==> src/rtl/ccr_pkg.sv <==
package ccr_pkg;

  localparam int DATA_W     = 32;
  localparam int SIZE_W     = 3;
  localparam int NUM_CACHES = 2;
  localparam int STATE_W    = 2;
  localparam int FRZ_BASE   = 4;     // freeze enables sit just above the state fields

  localparam logic [SIZE_W-1:0] WORD_BYTES = 3'd4;

  localparam int CTRL_OFF = 'h00;
  localparam int ICFG_OFF = 'h04;
  localparam int DCFG_OFF = 'h08;

  localparam logic [DATA_W-1:0] ICFG_VAL = 32'h1022_0000;
  localparam logic [DATA_W-1:0] DCFG_VAL = 32'h1822_0000;

  // flush-pending (14,15), burst fetch (16), flush commands (21,22)
  localparam logic [DATA_W-1:0] WR_MASK =
    (32'h1 << 14) | (32'h1 << 15) | (32'h1 << 16) | (32'h1 << 21) | (32'h1 << 22);

  localparam logic [STATE_W-1:0] ST_OFF = 2'b00;
  localparam logic [STATE_W-1:0] ST_FRZ = 2'b01;
  localparam logic [STATE_W-1:0] ST_ON  = 2'b11;

  typedef enum logic [1:0] {
    SEL_ZERO,
    SEL_CTRL,
    SEL_ICFG,
    SEL_DCFG
  } rdSel_e;

  typedef struct packed {
    logic   ctrlWr;
    logic   rdStb;
    rdSel_e rdSel;
  } strobes_t;

endpackage

==> src/rtl/ccr_decode.sv <==
module ccr_decode
  import ccr_pkg::*;
#(
  parameter int ADDR_W = 8
) (
  input  logic [ADDR_W-1:0] busAddr,
  input  logic              busWrEn,
  input  logic              busRdEn,
  input  logic [SIZE_W-1:0] busSize,
  output strobes_t          stb
);

  logic wordOk;
  logic hitCtrl;
  logic hitIcfg;
  logic hitDcfg;

  always_comb begin
    wordOk  = (busSize == WORD_BYTES);
    hitCtrl = (busAddr == ADDR_W'(CTRL_OFF));
    hitIcfg = (busAddr == ADDR_W'(ICFG_OFF));
    hitDcfg = (busAddr == ADDR_W'(DCFG_OFF));

    stb.ctrlWr = busWrEn && wordOk && hitCtrl;
    stb.rdStb  = busRdEn;

    if (!wordOk)      stb.rdSel = SEL_ZERO;
    else if (hitCtrl) stb.rdSel = SEL_CTRL;
    else if (hitIcfg) stb.rdSel = SEL_ICFG;
    else if (hitDcfg) stb.rdSel = SEL_DCFG;
    else              stb.rdSel = SEL_ZERO;
  end

endmodule

==> src/rtl/ccr_datapath.sv <==
module ccr_datapath
  import ccr_pkg::*;
(
  input  logic              clk,
  input  logic              rstN,
  input  strobes_t          stb,
  input  logic [DATA_W-1:0] wrData,
  input  logic              irqTaken,
  output logic [DATA_W-1:0] ctrlVal,
  output logic [DATA_W-1:0] rdData
);

  localparam int FIELD_W = NUM_CACHES * STATE_W;

  logic [DATA_W-1:0]  ctrlQ;
  logic [DATA_W-1:0]  staged;
  logic [FIELD_W-1:0] nextField;
  logic [DATA_W-1:0]  ctrlD;
  logic [DATA_W-1:0]  rdNext;

  assign staged = stb.ctrlWr ? (wrData & ~WR_MASK) : ctrlQ;

  for (genvar gi = 0; gi < NUM_CACHES; gi++) begin : g_frz
    logic [STATE_W-1:0] cur;
    logic               doFreeze;
    assign cur      = staged[gi*STATE_W +: STATE_W];
    assign doFreeze = irqTaken && staged[FRZ_BASE + gi] && (cur == ST_ON);
    assign nextField[gi*STATE_W +: STATE_W] = doFreeze ? ST_FRZ : cur;
  end

  assign ctrlD = {staged[DATA_W-1:FIELD_W], nextField};

  always_ff @(posedge clk or negedge rstN) begin
    if (!rstN) ctrlQ <= '0;
    else       ctrlQ <= ctrlD;
  end

  always_comb begin
    unique case (stb.rdSel)
      SEL_CTRL: rdNext = ctrlQ;
      SEL_ICFG: rdNext = ICFG_VAL;
      SEL_DCFG: rdNext = DCFG_VAL;
      default:  rdNext = '0;
    endcase
  end

  always_ff @(posedge clk or negedge rstN) begin
    if (!rstN)          rdData <= '0;
    else if (stb.rdStb) rdData <= rdNext;
  end

  assign ctrlVal = ctrlQ;

endmodule

==> src/rtl/cache_ctl_regs.sv <==
module cache_ctl_regs
  import ccr_pkg::*;
#(
  parameter int ADDR_W = 8
) (
  input  logic              clk,
  input  logic              rstN,
  input  logic [ADDR_W-1:0] busAddr,
  input  logic              busWrEn,
  input  logic              busRdEn,
  input  logic [2:0]        busSize,
  input  logic [31:0]       busWrData,
  output logic [31:0]       busRdData,
  input  logic              irqTaken,
  output logic [1:0]        icacheState,
  output logic [1:0]        dcacheState
);

  strobes_t          stb;
  logic [DATA_W-1:0] ctrlVal;

  ccr_decode #(.ADDR_W(ADDR_W)) u_decode (
    .busAddr (busAddr),
    .busWrEn (busWrEn),
    .busRdEn (busRdEn),
    .busSize (busSize),
    .stb     (stb)
  );

  ccr_datapath u_datapath (
    .clk      (clk),
    .rstN     (rstN),
    .stb      (stb),
    .wrData   (busWrData),
    .irqTaken (irqTaken),
    .ctrlVal  (ctrlVal),
    .rdData   (busRdData)
  );

  assign icacheState = ctrlVal[1:0];
  assign dcacheState = ctrlVal[3:2];

endmodule

==> config.mk <==
export PLATFORM = sky130hd
export DESIGN_NAME = cache_ctl_regs
export DESIGN_NICKNAME = d
export VERILOG_FILES = /design/src/rtl/ccr_pkg.sv /design/src/rtl/ccr_decode.sv /design/src/rtl/ccr_datapath.sv /design/src/rtl/cache_ctl_regs.sv
export SDC_FILE = /design/constraint.sdc
export NUM_CORES = 1
export LEC_CHECK = 0
export ABC_AREA = 1
export CORE_ASPECT_RATIO = 1.1
export CORE_MARGIN = 1.5
export CORE_UTILIZATION = 44
export CTS_CLUSTER_SIZE = 40
export DETAILED_ROUTE_END_ITERATION = 16
export PLACE_DENSITY_LB_ADDON = 0.1
export SLEW_MARGIN = 40
export SYNTH_ARGS = -nofsm -noshare
export SYNTH_HDL_FRONTEND = slang
export SYNTH_SLANG_ARGS = --single-unit
==> constraint.sdc <==
create_clock -name clk -period 0.9 [get_ports clk]
set_clock_uncertainty 0.1 [all_clocks]
set_input_delay 0.18 -clock clk [delete_from_list [all_inputs] [get_ports clk]]
set_output_delay 0.18 -clock clk [all_outputs]
set_load 0.03 [all_outputs]
# Word-level counts from Yosys, hierarchy flattened
# Index checks and enable logic that the tools add are counted.
[word_totals]
reg_bits = 59
latchBits = 0
mem_bits_rw = 0
mem_bits_ro = 0
in_bits = 48
out_inout_bits = 36
n_memories = 0
[classes]
addsub = 0
mul = 0
n_div = 0
n_lt_le_gt_ge = 0
eq_ne = 8
shift = 0
muxes = 8
bitwise = 0
reduce_logical = 7
[ops]
columns = ["operator", "count"]
rows = [
  ["$pmux W32 S3", 1],
  ["$mux W2", 6],
  ["$eq A2 B2 Y1 const B", 4],
  ["$eq A8 B3 Y1 const B", 1],
  ["$eq A8 B4 Y1 const B", 1],
  ["$logic_not A8 Y1", 1],
  ["$logic_and A1 B1 Y1", 6],
  ["$mux W6", 1],
  ["$eq A3 B3 Y1 const B", 1],
  ["$eq A2 B1 Y1 const B", 1],
]

# Depth between registers and ports, before layout
# Gate-level depths: netlist of the first run.
[depth]
ltp_word = 7
ltp_mapped = 10

# Cells and area by module
# From an unflattened synthesis of the first run, not the netlist that was laid out.
[hier_totals]
cells_unflattened = 260
hier_area_um2 = 2366.0
[by_module_without_submodules]
columns = ["module", "n_inst", "cells_each", "area_per_inst_um2", "seq_area_each_um2"]
rows = [
  ["ccr_datapath", 1, 244, 2259.7, 1376.3],
  ["ccr_decode", 1, 16, 106.4, 0.0],
]

# Worst setup path before layout of the first run
# Ideal clock, no wire load.
[synth_path]
kind = "input -> register"
startpoint = "in busAddr[7]"
endpoint = "reg u_datapath.ctrlQ[27], in the netlist u_datapath.ctrlVal[27]"
setup_time_ns = 0.125
arrival_time_ns = 1.153
setup_slack_ns = -0.478
cell_stages = 7
path_cell_list = "nor2_1 > nand2_2 > nor2_4 > nand2_2 > buf_6 > buf_8 > mux2_4"
[synth_between]
elab_chain_len = 2
[synth_rtl]
columns = ["item", "line_no", "source"]
rows = [
  ["start: declaration", "cache_ctl_regs.sv:8", "input logic [ADDR_W-1:0] busAddr,"],
  ["$logic_not A8 Y1", "ccr_decode.sv:20", "hitCtrl = (busAddr == ADDR_W'(CTRL_OFF));"],
  ["$logic_and A1 B1 Y1", "ccr_decode.sv:24", "stb.ctrlWr = busWrEn && wordOk && hitCtrl;"],
  ["end signal: assignment", "ccr_datapath.sv:35", "else ctrlQ <= ctrlD;"],
  ["end: declaration", "ccr_datapath.sv:15", "logic [DATA_W-1:0] ctrlQ;"],
]
# No other way between the ends.
# A chain may end at the register's enable or synchronous reset.

# Worst setup path in the final report of the first run
[layout_path]
startpoint = "reg u_datapath.rdData[31]"
endpoint = "out busRdData[31]"
[layout_lines]
columns = ["item", "line_no", "source"]
rows = [
  ["start: declaration", "ccr_datapath.sv:10", "output logic [DATA_W-1:0] rdData"],
  ["start signal: assignment", "ccr_datapath.sv:49", "else if (stb.rdStb) rdData <= rdNext;"],
  ["end: declaration", "cache_ctl_regs.sv:13", "output logic [31:0] busRdData,"],
]
# No word-level cell between the ends.

==> metrics.yaml, run 1 <==
drt-initial-drc-count: 65
grt-ovfl-total: 0
grt_max_degree: 56
drv_slew: 0
ys_seq_area_frac: 0.5886
clockRootBuffer: "clkbuf_8"
drv_cap: 0
yosysWarnings: 0
grt_usage: 0.2156
setup_ws_ps: -294.9
register_area_um2: 1376
multi_input_area_um2: 1105
routed_via_density: 4.866
avgSynthCellArea_um2: 10.30
drive_above_1_share: 0.5145
cp-start-kind: "register"
place_hpwl_mm: 3.624
outcome: "finished with violations"
ff2ff_setup_slack_ps: -100
wl_mm: 6.094
vdd_drop_max_mv: 0.7689
insertion_delay_ps: 310
port_buffers: 74
rows: 27
netlist_top_cells_area: "dfrtp_1 (59%), nand2_1 (11%), mux2_2 (6.3%)"
slowest_stage: "dfrtp_1"
leakage_uw: 0.001968
cts_buffers: 5
antenna_cells: 0
synthCells: 227
antenna_found_initial: 0
initial_utilization: 0.4615
violations: "negative setup slack"
worst_ep_arrival_time_ps: 910
via_count: 1966
wl_per_cell_um: 15.08
place_congestion: 0.7487
rsz0062_at_grt: "true"
fin_cells: 404
final_common_cell: "nand2_1"
yosysTopAreaCell: "dfrtp_1"
h-tree-depth: 2
post-route-min-period_ps: 1195
hold_viol: 0
crit_fanout: 2
cts_tree: "done"
period_share: 1.328
drtAntennaViolNets: 0
p_per_area_nw_per_um2: 1086
die_area_um2: 5762
worst-path-buf-inv: 1
max_stage_delay_ps: 440
clock-sinks: 55
setup_viol: 85
first_pass_iters: 4
hold_path.class: "input pin to register"
syn_to_final_growth_pct: 69.02
cp_cell_sequence: "buf_6"
dp.cells: 365
io_pins: 84
n_fill_cell: 333
clk_pin_slew_ps: 100
postLayoutCoreUtil: 0.7800
critPathTopFamily: "flip-flops"
synth_seq_cells: 55
grt_pass1_vias: 1965
yosysTopAreaCellShare: 0.5886
clk_path_buf_depth: 2
grt_pass1_wl_mm: 9.363
die_w_um: 72.51
critPathRequiredTime_ps: 620
fmax_mhz: 836.9
fp.dieH_um: 79.46
ys_types: 21
remaining_drc_errors: 0
critPathCaptureType: "output pin"
syn_area_um2: 2338
core_um2: 5067
nets: 393
path_class: "register to output pin"
final_cell_mix: "nand2_1 (57), dfrtp_1 (55), buf_6 (47), buf_4 (33), clkdlybuf4s50_1 (28)"
==> per-layer routing <==
metal / routed length (µm) / global-route usage / vias to the layer above
met5: 0 / 0 / -
met4: 97 / 0.07925 / 0
met3: 253 / 0.04167 / 10
met2: 3225 / 0.3602 / 48
met1: 2518 / 0.2779 / 957
li1: - / - / 951
==> cell usage after synthesis, drive strengths merged <==
library cell and number:
conb 1, o21ai 25, nand3 6, nand4 2
buf 11, clkbuf 7, inv 10, dfrtp 55
nand2 72, nor3 1, mux2 21, o31ai 2
nor2 13, nor3b 1
==> state kept, by name, indices dropped and copies added (netlist names) <==
name	flops
u_datapath.rdData	28
u_datapath.ctrlVal	27
==> metrics by stage <==
| step | cell area (µm²) | setup WS (ps) | hold slack [ps] | TNS, ps | power (µW) |
|---|---|---|---|---|---|
| floorplan | 2377 | -447.6 | -215.6 | -13850 | 2646 |
| global placement | 3156 | -896.1 | 93.25 | -44970 | 2933 |
| detailed placement | 3156 | -898.3 | 93.62 | -45830 | 2933 |
| CTS | 3754 | -270.3 | 157.5 | -11930 | 4292 |
| global route | 3953 | -307.7 | 205.7 | -17290 | 4436 |
| finish | 3953 | -294.9 | 165.2 | -14380 | 4292 |
==> logic make-up after synthesis <==
family	Yosys count	share of synthesized area
simple gates	95	0.1696
buf+inv	28	0.06635
compound gates	27	0.05992
other cells	1	0.001604
flops	55	0.5886
mux	21	0.1140
==> where the power goes <==
part | switching [µW] | internal (µW)
registers | 6.01 | 2480
clock network | 820 | 561
logic | 207 | 218
==> final timing paths <==
path                                         from                      to  depth (start not counted)
max reg2reg                 u_datapath.ctrlVal[0]   u_datapath.ctrlVal[1]                          6
min reg2reg                u_datapath.ctrlVal[25]  u_datapath.ctrlVal[25]                          1
max                         u_datapath.rdData[31]           busRdData[31]                          1
max in group asynchronous                    rstN   u_datapath.ctrlVal[8]                          3
min                                    busAddr[2]   u_datapath.rdData[27]                          5
min in group asynchronous                    rstN   u_datapath.rdData[17]                          3
==> area by class of cell <==
cell class | instances | share of cell area
inverter | 10 | 0.01013
multi-input combinational | 147 | 0.2795
clock buffer | 6 | 0.01836
timing repair buffer | 126 | 0.3213
sequential | 55 | 0.3482
clock inverter | 2 | 0.004115
tap | 58 | 0.01836
==> timing repair <==
item	in CTS	in global routing
resized for setup	158	35
setup buffers	19	13
cloned	2	0
hold endpoints to repair	55	0
hold buffers	1	0
pin swaps	17	14
setup endpoints to repair	87	87
(Power assumes the default switching activity.)
==> inputs of run 2 (changes only) <==
CORE_ASPECT_RATIO = 1.4   (was 1.1)
==> metrics.yaml, run 2 (same netlist as run 1, synthesis figures left out) <==
insertion_delay_ps: 300  # was 310 ps
total_power_uw: 4365  # was 4292 µW
critPathCaptureType: "output pin"  # unchanged
setup_viol: 84  # was 85
antenna_found_initial: 0  # unchanged
worst-path-buf-inv: 1  # unchanged
antenna_cells: 0  # unchanged
critPathRequiredTime_ps: 620  # about the same
combPwrFrac: 0.102  # was 0.099
gr-usage-met3: 0.04408  # was 0.04167
grt-ovfl-total: 0  # unchanged
internal-power_uw: 3352  # was 3258 µW
hold_viol: 0  # unchanged
rsz0062_at_grt: "true"  # unchanged
slowest_stage: "dfrtp_1"  # unchanged
met1_usage: 0.2556  # was 0.2779
max_stage_delay_ps: 430  # was 440 ps
final_cell_mix: "nand2_1 (56), dfrtp_1 (55), buf_6 (42), buf_4 (35), clkdlybuf4s50_1 (28)"  # was nand2_1 (57), dfrtp_1 (55), buf_6 (47), buf_4 (33), clkdlybuf4s50_1 (28)
drv_slew: 0  # unchanged
power_switching_uw: 1014  # was 1034 µW
largest_reg_flops: 28  # unchanged
setup_ws_ps: -270.4  # was -294.9 ps
crit_fanout: 2  # unchanged
place_hpwl_mm: 3.495  # was 3.624 mm
worst_ep_arrival_time_ps: 890  # was 910 ps
die_w_um: 64.62  # was 72.51 µm
initial_utilization: 0.4533  # was 0.4615
outcome: "finished with violations"  # unchanged
remaining_drc_errors: 0  # unchanged
dp_slack_ps: -961.3  # was -898.3 ps
drt-initial-drc-count: 69  # was 65
h-tree-depth: 2  # unchanged
die_area_um2: 5768  # was 5762 µm²
top_register: "u_datapath.rdData"  # unchanged
post-route-min-period_ps: 1170  # was 1195 ps
final_common_cell: "nand2_1"  # unchanged
p_per_area_nw_per_um2: 1084  # was 1086 nW/µm²
cp-start-kind: "register"  # unchanged
fp.dieH_um: 89.26  # was 79.46 µm
syn_to_final_growth_pct: 72.23  # was 69.02%
rows: 31  # was 27
port_buffers: 74  # unchanged
cp_cell_sequence: "buf_12"  # was buf_6
fmax_mhz: 854.4  # was 836.9 MHz
wl_mm: 5.958  # was 6.094 mm
wl_per_cell_um: 14.46  # was 15.08 µm
grt_usage: 0.2161  # was 0.2156
grt_max_degree: 56  # unchanged
hp-start: "busAddr[2]"  # unchanged
use_met2: 0.3939  # was 0.3602
grt_pass1_vias: 1971  # was 1965
core_um2: 5159  # was 5067 µm²
cts_buffers: 5  # unchanged
clockRootBuffer: "clkbuf_8"  # unchanged
routed_via_density: 4.835  # was 4.866
critPathTopFamily: "flip-flops"  # unchanged
r2r_start: "u_datapath.ctrlVal[0]"  # unchanged
n_fill_cell: 333  # unchanged
path_class: "register to output pin"  # unchanged
clock-sinks: 55  # unchanged
period_share: 1.300  # was 1.328
leakage_uw: 0.001981  # was 0.001968 µW
vdd_drop_max_mv: 1.069  # was 0.7689 mV
violations: "negative setup slack"  # unchanged
drive_above_1_share: 0.5231  # was 0.5145
pwr-share-clk: 0.328  # was 0.322
place_congestion: 0.7895  # was 0.7487
clk_path_buf_depth: 2  # unchanged
drv_cap: 0  # unchanged
cts_tree: "done"  # unchanged
hold_path.class: "input pin to register"  # unchanged
clk_pin_slew_ps: 100  # about the same
nets: 393  # unchanged
grt_pass1_wl_mm: 9.432  # was 9.363 mm
via_count: 1992  # was 1966
io_pins: 84  # unchanged
cp-startpoint: "u_datapath.rdData[2]"  # was u_datapath.rdData[31]
seqPwrFrac: 0.569  # was 0.579
drtAntennaViolNets: 0  # unchanged
p_sw_frac: 0.2322  # was 0.2408
grt-busiest-layer: "met2"  # unchanged
first_pass_iters: 4  # unchanged
-- run 2: power groups by stage --
stage / Clock [µW] / Sequential (µW) / Combinational [µW]
floorplan: 0 / 2530 / 113
CTS: 1440 / 2480 / 440
finish: 1430 / 2490 / 446
detailed placement: 0 / 2530 / 398
global placement: 0 / 2530 / 394
global route: 1570 / 2490 / 486
-- run 2: layout make-up --
cell class / count / area (µm²) / area share
Clock buffer: 7 / 86.33 / 0.02144
Clock inverter: 1 / 8.758 / 0.002175
Inverter: 10 / 45.04 / 0.01118
Multi-Input combinational cell: 147 / 1082 / 0.2687
Sequential cell: 55 / 1376 / 0.3417
Tap cell: 66 / 82.58 / 0.02050
Timing Repair Buffer: 126 / 1346 / 0.3343
-- run 2: per-layer routing --
metal,vias up,wire length (µm)
li1,954,-
met1,974,2312
met2,52,3343
met3,12,203
met4,0,99
met5,-,0
-- run 2: what timing repair did --
action | in CTS | in global routing
pin swaps | 18 | 24
buffers inserted | 25 | 14
resized for setup | 120 | 66
hold buffers | 1 | 0
endpoints found under the setup margin | 87 | 87
endpoints found under the hold margin | 55 | 0
cloned | 4 | 0
-- run 2: final timing paths --
| kind | endpoint | slack (ps) | cells past startpoint |
|---|---|---|---|
| setup / recovery | busRdData[2] | -270 | 1 |
| hold / removal | u_datapath.rdData[27] | 170 | 5 |
| setup reg to reg | u_datapath.ctrlVal[1] | -180 | 6 |
| hold reg to reg | u_datapath.rdData[30] | 410 | 2 |
| max in group asynchronous | u_datapath.ctrlVal[24] | 160 | 3 |
| min in group asynchronous | u_datapath.rdData[19] | 310 | 3 |
-- run 2: stage by stage --
step / std cells / cell area [µm²] / TNS (ps) / hold slack [ps] / util
CTS: 405 / 3829 / -16200 / 136.6 / 0.7422
finish: 412 / 4028 / -15550 / 167.3 / 0.7807
detailed placement: 367 / 3196 / -44470 / 101.5 / 0.6195
floorplan: 230 / 2377 / -13850 / -215.6 / -
global route: 412 / 4028 / -18760 / 176.1 / 0.7807
global placement: 367 / 3196 / -42060 / 94.82 / 0.6195
==> inputs of run 3 (changes only) <==
CTS_CLUSTER_SIZE = 10   (was 40)
GPL_TIMING_DRIVEN = 0   (was not set)
==> metrics.yaml, run 3 (same netlist as run 1, synthesis figures left out) <==
final_cell_mix: "nand2_1 (60), dfrtp_1 (55), buf_6 (44), buf_4 (33), clkdlybuf4s50_1 (28)"  # was nand2_1 (56), dfrtp_1 (55), buf_6 (42), buf_4 (35), clkdlybuf4s50_1 (28)
drv_cap: 0  # unchanged
hold_ws_ps: -347.3  # was 167.3 ps
initial_utilization: 0.4533  # unchanged
grt_pass1_wl_mm: 8.680  # was 9.432 mm
p_per_area_nw_per_um2: 1138  # was 1084 nW/µm²
insertion_delay_ps: 300  # about the same
p_sw_frac: 0.2266  # was 0.2322
die_area_um2: 5768  # unchanged
dp.cells: 371  # was 367
period_share: 1.430  # was 1.300
wl_mm: 5.845  # was 5.958 mm
nets: 395  # was 393
n_fill_cell: 378  # was 333
die_w_um: 64.62  # unchanged
leakage_uw: 0.001907  # was 0.001981 µW
cts_tree: "done"  # unchanged
hold_viol: 55  # was 0
grt_pass1_vias: 1866  # was 1971
remaining_drc_errors: 0  # unchanged
wl_per_cell_um: 14.12  # was 14.46 µm
place_hpwl_mm: 3.481  # was 3.495 mm
rows: 31  # unchanged
routed_via_density: 4.756  # was 4.835
port_buffers: 74  # unchanged
setup_viol: 85  # was 84
power_switching_uw: 999.1  # was 1014 µW
via_count: 1969  # was 1992
critPathCaptureType: "register"  # was output pin
vdd_drop_max_mv: 1.117  # was 1.069 mV
top_register: "u_datapath.rdData"  # unchanged
final_common_cell: "nand2_1"  # unchanged
outcome: "finished with violations"  # unchanged
grt-ovfl-total: 0  # unchanged
drt-initial-drc-count: 113  # was 69
antenna_found_initial: 0  # unchanged
clockRootBuffer: "clkbuf_8"  # unchanged
cts_buffers: 5  # unchanged
fmax_mhz: 777.1  # was 854.4 MHz
clk_path_buf_depth: 2  # unchanged
path_class: "input pin to register"  # was register to output pin
clock-sinks: 55  # unchanged
fin_cells: 414  # was 412
pwr-share-clk: 0.339  # was 0.328
drv_slew: 0  # unchanged
post-route-min-period_ps: 1287  # was 1170 ps
hold_path.class: "input pin to async pin"  # was input pin to register
internal-power_uw: 3409  # was 3352 µW
combPwrFrac: 0.097  # was 0.102
drtAntennaViolNets: 0  # unchanged
worst_ep_arrival_time_ps: 1380  # was 890 ps
largest_reg_flops: 28  # unchanged
h-tree-depth: 2  # unchanged
seqPwrFrac: 0.564  # was 0.569
fp.dieH_um: 89.26  # unchanged
postLayoutCoreUtil: 0.7512  # was 0.7807
syn_to_final_growth_pct: 65.70  # was 72.23%
core_um2: 5159  # unchanged
rsz0062_at_grt: "true"  # unchanged
crit_fanout: 5  # was 2
place_congestion: 0.7889  # was 0.7895
dp_slack_ps: -1060  # was -961.3 ps
violations: "negative hold slack, negative setup slack"  # was negative setup slack
setup_ws_ps: -386.8  # was -270.4 ps
drive_above_1_share: 0.4885  # was 0.5231
cp-start-kind: "input pin"  # was register
io_pins: 84  # unchanged
first_pass_iters: 4  # unchanged
antenna_cells: 0  # unchanged
critPathRequiredTime_ps: 1000  # was 620 ps
grt_usage: 0.2022  # was 0.2161
clk_pin_slew_ps: 100  # about the same
grt_max_degree: 34  # was 56
## run 3: per-layer routing
layer  up-vias  track usage  share of wire
li1        957            -              -
met1       952       0.2465           0.40
met2        51       0.3580           0.54
met3         9      0.04408          0.040
met4         0      0.06770          0.015
met5         -            0              0
## run 3: worst paths after layout
kind,from,to,slack (ps),cells after the start
max,busAddr[1],u_datapath.ctrlVal[1],-390,11
min,rstN,u_datapath.rdData[19],-350,1
max reg2reg,u_datapath.ctrlVal[1],u_datapath.ctrlVal[1],-250,6
min reg2reg,u_datapath.ctrlVal[11],u_datapath.ctrlVal[11],410,1
max in group asynchronous,rstN,u_datapath.ctrlVal[4],570,2
min in group clk,busAddr[2],u_datapath.rdData[27],40,4
## run 3: layout make-up
cell class / count / area, µm² / area share
Buffer: 17 / 160.2 / 0.04133
Clock buffer: 7 / 96.34 / 0.02486
Clock inverter: 1 / 7.507 / 0.001937
Inverter: 10 / 37.54 / 0.009687
Multi-Input combinational cell: 147 / 993.5 / 0.2564
Sequential cell: 55 / 1376 / 0.3552
Tap cell: 66 / 82.58 / 0.02131
Timing Repair Buffer: 111 / 1121 / 0.2893
## run 3: timing repair
item / 4_1_cts / 5_1_grt
resized for setup: 345 / 25
setup endpoints to repair: 87 / 86
hold endpoints to repair: 55 / 30
pin swaps: 13 / 12
buffers inserted: 20 / 13
gates cloned: 3 / 0
## run 3: power by group through the flow
stage / Clock, µW / Combinational (µW) / Sequential (µW)
finish: 1490 / 429 / 2480
floorplan: 0 / 113 / 2530
global route: 1600 / 465 / 2490
detailed placement: 0 / 392 / 2530
CTS: 1520 / 409 / 2480
global placement: 0 / 381 / 2530
## run 3: critical path, cell delays in order
cell and delay [ps]:
buf_6 90, nor2_4 110, nand2_2 80, nor2_4 180, nand2_2 90, buf_6 150, buf_8 140, nand2_2 70
o21ai_4 60, nor2_2 140, nor2_2 70
## run 3: per-stage QoR
stage	setup TNS, ps	total power [µW]	instance area [µm²]
6_report	-18810	4408	3875
5_1_grt	-22550	4548	3875
4_1_cts	-16190	4419	3697
3_5_place_dp	-63610	2925	3218
3_3_place_gp	-178620	2914	3201
2_1_floorplan	-13850	2646	2377
